File: config.mk
export PLATFORM = sky130hd
export DESIGN_NAME = sel_qualifier
export DESIGN_NICKNAME = d
export VERILOG_FILES = /design/src/rtl/sel_qualifier_pkg.sv /design/src/rtl/sel_qualifier_datapath.sv /design/src/rtl/sel_qualifier_control.sv /design/src/rtl/sel_qualifier.sv
export SDC_FILE = /design/constraint.sdc
export NUM_CORES = 1
export LEC_CHECK = 0
export ABC_AREA = 1
export BUFFER_PORTS_ARGS = -buffer_cell sky130_fd_sc_hd__buf_4
export CAP_MARGIN = 20
export CORE_ASPECT_RATIO = 0.75
export CORE_MARGIN = 5
export CORE_UTILIZATION = 47
export DETAILED_ROUTE_END_ITERATION = 10
export PLACE_DENSITY = 0.76
export RECOVER_POWER = 100
export SLEW_MARGIN = 20
export SYNTH_ARGS = -nofsm -noshare
export SYNTH_HDL_FRONTEND = slang
export SYNTH_HIERARCHICAL = 1
export SYNTH_SLANG_ARGS = --single-unit
File: constraint.sdc
create_clock -name clk -period 4.75 [get_ports clk]
set_clock_uncertainty 0.05 [all_clocks]
set_input_delay 0.95 -clock clk [delete_from_list [all_inputs] [get_ports clk]]
set_output_delay 0.95 -clock clk [all_outputs]
set_load 0.005 [all_outputs]
File: src/rtl/sel_qualifier_pkg.sv
package sel_qualifier_pkg;

  // Strobes from the decision logic to the datapath output stage.
  typedef struct packed {
    logic accept;   // register an accepted selection
    logic parErr;   // register a parity error pulse
    logic pairSel;  // two lines asserted: report the other line's index
  } selStrobe_t;

endpackage

File: src/rtl/sel_qualifier_datapath.sv
module sel_qualifier_datapath
  import sel_qualifier_pkg::*;
#(
  parameter int ID_W   = 16,
  parameter int LANE_W = 8,
  localparam int LANES = ID_W / LANE_W,
  localparam int IDX_W = $clog2(ID_W),
  localparam int CNT_W = IDX_W + 1
) (
  input  logic             clk,
  input  logic             rstN,
  input  logic [ID_W-1:0]  idBus,
  input  logic [LANES-1:0] idPar,
  input  logic [IDX_W-1:0] localId,
  input  logic             wideSys,
  input  selStrobe_t       strobe,
  output logic             localHit,
  output logic [CNT_W-1:0] bitCount,
  output logic [LANES-1:0] laneBad,
  output logic             acceptStb,
  output logic [IDX_W-1:0] initiatorId,
  output logic             parityErr
);

  logic [ID_W-1:0]  visible;
  logic [IDX_W-1:0] otherIdx;

  // Lane 0 is always visible; upper lanes only in a wide system.
  for (genvar l = 0; l < LANES; l++) begin : gLane
    logic laneOn;
    assign laneOn = (l == 0) || wideSys;
    assign visible[l*LANE_W +: LANE_W] = laneOn ? idBus[l*LANE_W +: LANE_W] : '0;
    // Odd parity: XOR of data and parity must be 1.
    assign laneBad[l] = ~(^{idBus[l*LANE_W +: LANE_W], idPar[l]});
  end

  assign localHit = visible[localId];

  always_comb begin
    bitCount = '0;
    otherIdx = '0;
    for (int i = 0; i < ID_W; i++) begin
      bitCount = bitCount + CNT_W'(visible[i]);
      if (visible[i] && (IDX_W'(i) != localId)) otherIdx = IDX_W'(i);
    end
  end

  always_ff @(posedge clk) begin
    if (!rstN) begin
      acceptStb   <= 1'b0;
      parityErr   <= 1'b0;
      initiatorId <= '0;
    end else begin
      acceptStb   <= strobe.accept;
      parityErr   <= strobe.parErr;
      initiatorId <= (strobe.accept && strobe.pairSel) ? otherIdx : '0;
    end
  end

endmodule

File: src/rtl/sel_qualifier_control.sv
module sel_qualifier_control
  import sel_qualifier_pkg::*;
#(
  parameter int ID_W   = 16,
  parameter int LANE_W = 8,
  localparam int LANES = ID_W / LANE_W,
  localparam int IDX_W = $clog2(ID_W),
  localparam int CNT_W = IDX_W + 1
) (
  input  logic             selValid,
  input  logic             disSingleInit,
  input  logic             wideSys,
  input  logic             parityEn,
  input  logic             localHit,
  input  logic [CNT_W-1:0] bitCount,
  input  logic [LANES-1:0] laneBad,
  output selStrobe_t       strobe
);

  logic [LANES-1:0] laneChk;
  logic parFail, pair, single, idOk;

  for (genvar l = 0; l < LANES; l++) begin : gChk
    assign laneChk[l] = parityEn && ((l == 0) || wideSys);
  end

  assign parFail = |(laneBad & laneChk);
  assign pair    = (bitCount == CNT_W'(2));
  assign single  = (bitCount == CNT_W'(1));
  assign idOk    = localHit && (pair || (single && !disSingleInit));

  always_comb begin
    strobe.accept  = selValid && idOk && !parFail;
    strobe.parErr  = selValid && parFail;
    strobe.pairSel = pair;
  end

endmodule

File: src/rtl/sel_qualifier.sv
module sel_qualifier
  import sel_qualifier_pkg::*;
#(
  parameter int ID_W   = 16,
  parameter int LANE_W = 8,
  localparam int LANES = ID_W / LANE_W,
  localparam int IDX_W = $clog2(ID_W),
  localparam int CNT_W = IDX_W + 1
) (
  input  logic             clk,
  input  logic             rstN,
  input  logic             selValid,
  input  logic [ID_W-1:0]  idBus,
  input  logic [LANES-1:0] idPar,
  input  logic [IDX_W-1:0] localId,
  input  logic             disSingleInit,
  input  logic             wideSys,
  input  logic             parityEn,
  output logic             acceptStb,
  output logic [IDX_W-1:0] initiatorId,
  output logic             parityErr
);

  selStrobe_t       strobe;
  logic             localHit;
  logic [CNT_W-1:0] bitCount;
  logic [LANES-1:0] laneBad;

  sel_qualifier_control #(.ID_W(ID_W), .LANE_W(LANE_W)) u_ctl (
    .selValid(selValid), .disSingleInit(disSingleInit), .wideSys(wideSys),
    .parityEn(parityEn), .localHit(localHit), .bitCount(bitCount),
    .laneBad(laneBad), .strobe(strobe)
  );

  sel_qualifier_datapath #(.ID_W(ID_W), .LANE_W(LANE_W)) u_dp (
    .clk(clk), .rstN(rstN), .idBus(idBus), .idPar(idPar), .localId(localId),
    .wideSys(wideSys), .strobe(strobe), .localHit(localHit),
    .bitCount(bitCount), .laneBad(laneBad), .acceptStb(acceptStb),
    .initiatorId(initiatorId), .parityErr(parityErr)
  );

endmodule

-- Yosys cells after proc, flatten, opt, wreduce, memory -nomap -nowiden
Cells that the tools add are included.
- bits in registers: 6
- logic and storage cells: 86
- output and inout port bits: 6
- input bits: 28
- bitwise gates (word level): 3
- equal/unequal tests: 17
- $add $sub $neg: 15
- magnitude comparators: 1
- reductions and logical operators: 29
- muxes and demuxes: 18
- operators by type and width (operator ; number):
    $add A5 B1 Y5 ; 14
    $mux W4 ; 14
    $ne A4 B4 Y1 const A ; 8
    $logic_and A1 B1 Y1 ; 22
    $reduce_xor A9 Y1 ; 2
    $ne A3 B4 Y1 const A ; 4
    $mux W8 ; 1
    $ne A2 B4 Y1 const A ; 2
    $eq A5 B1 Y1 const B ; 1
    $eq A5 B2 Y1 const B ; 1
    $lt A4 B5 Y1 const B ; 1
    $bmux W1 S4 ; 1
    $ne A1 B4 Y1 const A ; 1
    $add A1 B1 Y2 ; 1
    $and A2 B2 Y2 ; 1
    $logic_not A1 Y1 ; 2
    $mux W1 ; 2
    $not A1 Y1 ; 2
    $reduce_and A2 Y1 ; 1
    $reduce_or A2 Y1 ; 1
    $logic_or A1 B1 Y1 ; 1

-- Logic depth before layout (Yosys ltp)
- depth in word-level cells: 23
- depth in mapped cells: 20
- depth with buffers taken out: 19

-- By module
The synthesis kept the hierarchy.
- modules (own cells, without submodules) (module ; area an instance (um2) ; seq. area each (um2) ; cells each ; times used):
    sel_qualifier_datapath ; 1086.0 ; 120.1 ; 153 ; 1
    sel_qualifier_control ; 81.3 ; 0.0 ; 16 ; 1

-- Worst setup path after synthesis
OpenSTA, ideal clock, no wires.
- path type: input port to flip-flop
- start: input wideSys
- end: register u_dp.initiatorId[1]
- required time: 4.626 ns
- data arrival time: 4.561 ns
- stages: 18
- setup slack: 0.065 ns
- setup time: 0.074 ns
- path buffers: 1
- cell sequence: clkbuf_1 -> nand2_1 -> fa_1 -> fa_1 -> fa_1 -> fa_1 -> inv_1 -> ha_1 -> inv_1 -> fa_1 -> xnor2_1 -> nor2_2 -> nand3_1 -> a21oi_1 -> nand2_1 -> inv_1 -> nand2_1 -> a31oi_1
- RTL lines (element ; line ; source):
    start, declared ; sel_qualifier.sv:17 ; input logic wideSys,
    end signal, assigned ; sel_qualifier_datapath.sv:56 ; initiatorId <= (strobe.accept && strobe.pairSel) ? otherIdx : '0;
    end, declared ; sel_qualifier_datapath.sv:21 ; output logic [IDX_W-1:0] initiatorId,

==> impl_results.md <==
- Combinational power share: 75.0%
- Final core utilization: 63.23%
- Root buffer cell: clkbuf_4
- Total Die Area: 0.003591 mm²
- Final period util: 95.71%
- Most common cell after layout, fill and taps aside: nand2_1
- N_diodes: 0
- H-tree level count: 1
- Final min period: 4.546 ns
- I/O pins: 34
- Status: finished, final reports clean
- Largest net degree at the start of global routing: 10
- Initial Util: 50.16%
- IO Port Bufs: 33
- Via/cell ratio: 5.131
- Clk buf depth: 2
- Internal: 0.0002098 W
- Post-synth cell types: 29
- Critical Path End Type: flip-flop
- CTS buffer count: 3
- Total power: 0.0003971 W
- Vias in the first global route: 1,206
- Synth Area per Inst: 6.908 µm²
- Iteration count of the initial detailed-routing pass: 5
- Final hold vios: 0
- CP Launch Type: primary input
- Antenna violations before repair: 0
- Final setup viols: 0
- Synthesized flop and latch total: 6
- Worst-path clk slew: 0.04 ns
- Crit path largest cell delay: 0.54 ns
- Sequential share of power: 13.2%
- Mapped Nets: 212
- Clock Power Share: 11.8%
- Multi-input logic area: 907.1 µm²
- Synth area leaders: fa_1 (17%), nand2_1 (12%), inv_1 (11%)
- Fmax achieved: 0.2200 GHz
- Wirelength, routed: 3.018 mm
- Synth warn: 6
- Nets@finish: 248
- Die Wd: 67.55 µm
- Overall Global Routing Usage: 18.30%
- Final ANT Viol Nets: 0
- Unrepaired setup endpoints after global routing: false
- Register area share after synthesis: 10.29%
- Number of core rows: 15
- Crit-path slowest cell: fa_1
- Static Leak: 0.7822 nW
- Kind of critical path: primary input to flip-flop
- Core area: 0.002327 mm²
- Area growth from synthesis to layout: 26.04%
- Dominant cell type by area after synthesis: fa_1
- Share of cells above drive strength 1: 23.65%
- VDD IR-drop max: 122.8 µV
- GRT Residual Overflow: 0
- CP cell instances: buf_4 > inv_1 > fa_1 > fa_1 > fa_1 > fa_1 > inv_1 > ha_1 > inv_1 > fa_1 > xnor2_1 > nor2_2 > nand3_1 > a21oi_1 > nand2_1 > inv_1 > nand2_2 > a31oi_1
- Slew HR: 78.11%
- Most frequent cells in the layout: nand2_1 (37), inv_1 (33), buf_4 (27), fa_1 (10)
- Global-route wire length before repair: 5.071 mm
- Clk sink count: 6
- Sw Pwr: 0.0001872 W
- WP data arrival: 4.66 ns
- Switching portion of total power: 47.16%
- Power per cell area: 269.8 mW/mm²
- DR vias: 1,216
- Fill cells: 235
- Drt drc: 0
- Final Slew Violations: 0
- Cts hold-fix bufs: 0
- Post-Synthesis Cell Area: 0.001167 mm²
- Cell count after synthesis: 169
- DP HPWL: 2.683 mm
- Final Wtd Congestion: 0.8686
- Share of the synthesized area in the top cell type: 17.15%
- Worst slew pin tran: 0.3276 ns
- Drt wl/cell: 12.73 µm
- # Max-Cap Violations: 0
- Crit Path Max Fanout: 4
- Die H: 53.16 µm
- Initial DRC Count: 71
- Cell mode on critical path: fa_1
- CP Data Required Time: 4.87 ns
- Register area: 120.1 µm²
- CTS tree: yes
- Min-delay worst type: primary input to flip-flop
## Yosys cell counts (all sizes together)
library cell	n
a21boi	1
a21oi	9
a221oi	3
a31oi	1
buf	1
clkbuf	1
dfxtp	6
fa	10
ha	5
inv	35
nand2	40
nand3	4
nand3b	1
nor2	10
nor3	1
o21ai	11
o21bai	5
o221a	1
o22ai	5
or2	1
xnor2	9
xor2	9
## timing repair
item,in CTS,in global routing
resized for setup,0,2
setup buffers,0,0
setup endpoints to repair,0,2
## power by group through the flow
stage | logic [W] | clock network [W] | registers [W]
after floorplan | 0.000229 | 0 | 0.0000538
after global placement | 0.000278 | 0 | 0.0000535
after detailed placement | 0.000295 | 0 | 0.0000535
after CTS | 0.000296 | 0.0000478 | 0.0000526
after global routing | 0.000346 | 0.0000536 | 0.0000526
final | 0.000298 | 0.0000468 | 0.0000526
## registers in the layout, indices dropped and copies added (netlist names)
signal	count
u_dp/acceptStb	1
u_dp/initiatorId	4
u_dp/parityErr	1
## logic make-up after synthesis
| family | Yosys count | synth area share (%) |
|---|---|---|
| buffers and inverters | 37 | 12.22 |
| DFF | 6 | 10.29 |
| AOI/OAI and AO/OA | 36 | 20.15 |
| adders and majority gates | 15 | 22.51 |
| xor gates and xnor gates | 18 | 13.51 |
| and+or+nand+nor | 57 | 21.33 |
## layer usage
metal	global-route usage [%]	up-vias	part of all wire (%)
li1	-	604	-
met2	30.37	64	44
met3	3.185	0	11
met4	1.010	0	0
met1	25.74	548	45
met5	0	-	0
## stage by stage
| stage | instances | worst slack, ns | hold slack (ns) | TNS [ns] | cell area (µm²) |
|---|---|---|---|---|---|
| after floorplan | 169 | 0.06505 | 0.9935 | 0 | 1167 |
| after global placement | 234 | 0.03106 | 1.096 | 0 | 1446 |
| after detailed placement | 234 | -0.06611 | 1.098 | -0.1396 | 1446 |
| after CTS | 237 | 0.1969 | 0.8451 | 0 | 1469 |
| after global routing | 237 | 0.01044 | 0.8636 | 0 | 1471 |
| final | 237 | 0.2037 | 0.8490 | 0 | 1471 |
## path summary, 6_finish.rpt
check	from	end	slack, ns	depth (start not counted)
setup / recovery	idBus[1]	u_dp/initiatorId[1]$_SDFF_PN0_	0.20	18
hold / removal	rstN	u_dp/parityErr$_SDFF_PN0_	0.85	3
## worst max-delay path: cells and delay by family
family	cells	cell delay [ns]
buffers and inverters	5	0.43
AOI/OAI and AO/OA	2	0.30
adders and majority gates	6	2.49
and+or+nand+nor	4	0.36
xor gates and xnor gates	1	0.15
## cell type report
type / count / area share (%)
Inverter: 35 / 8.929
Timing Repair Buffer: 33 / 16.84
Clock buffer: 3 / 1.531
Sequential cell: 6 / 8.163
Multi-Input combinational cell: 126 / 61.65
Tap cell: 34 / 2.891
(Power assumes the default switching activity.)
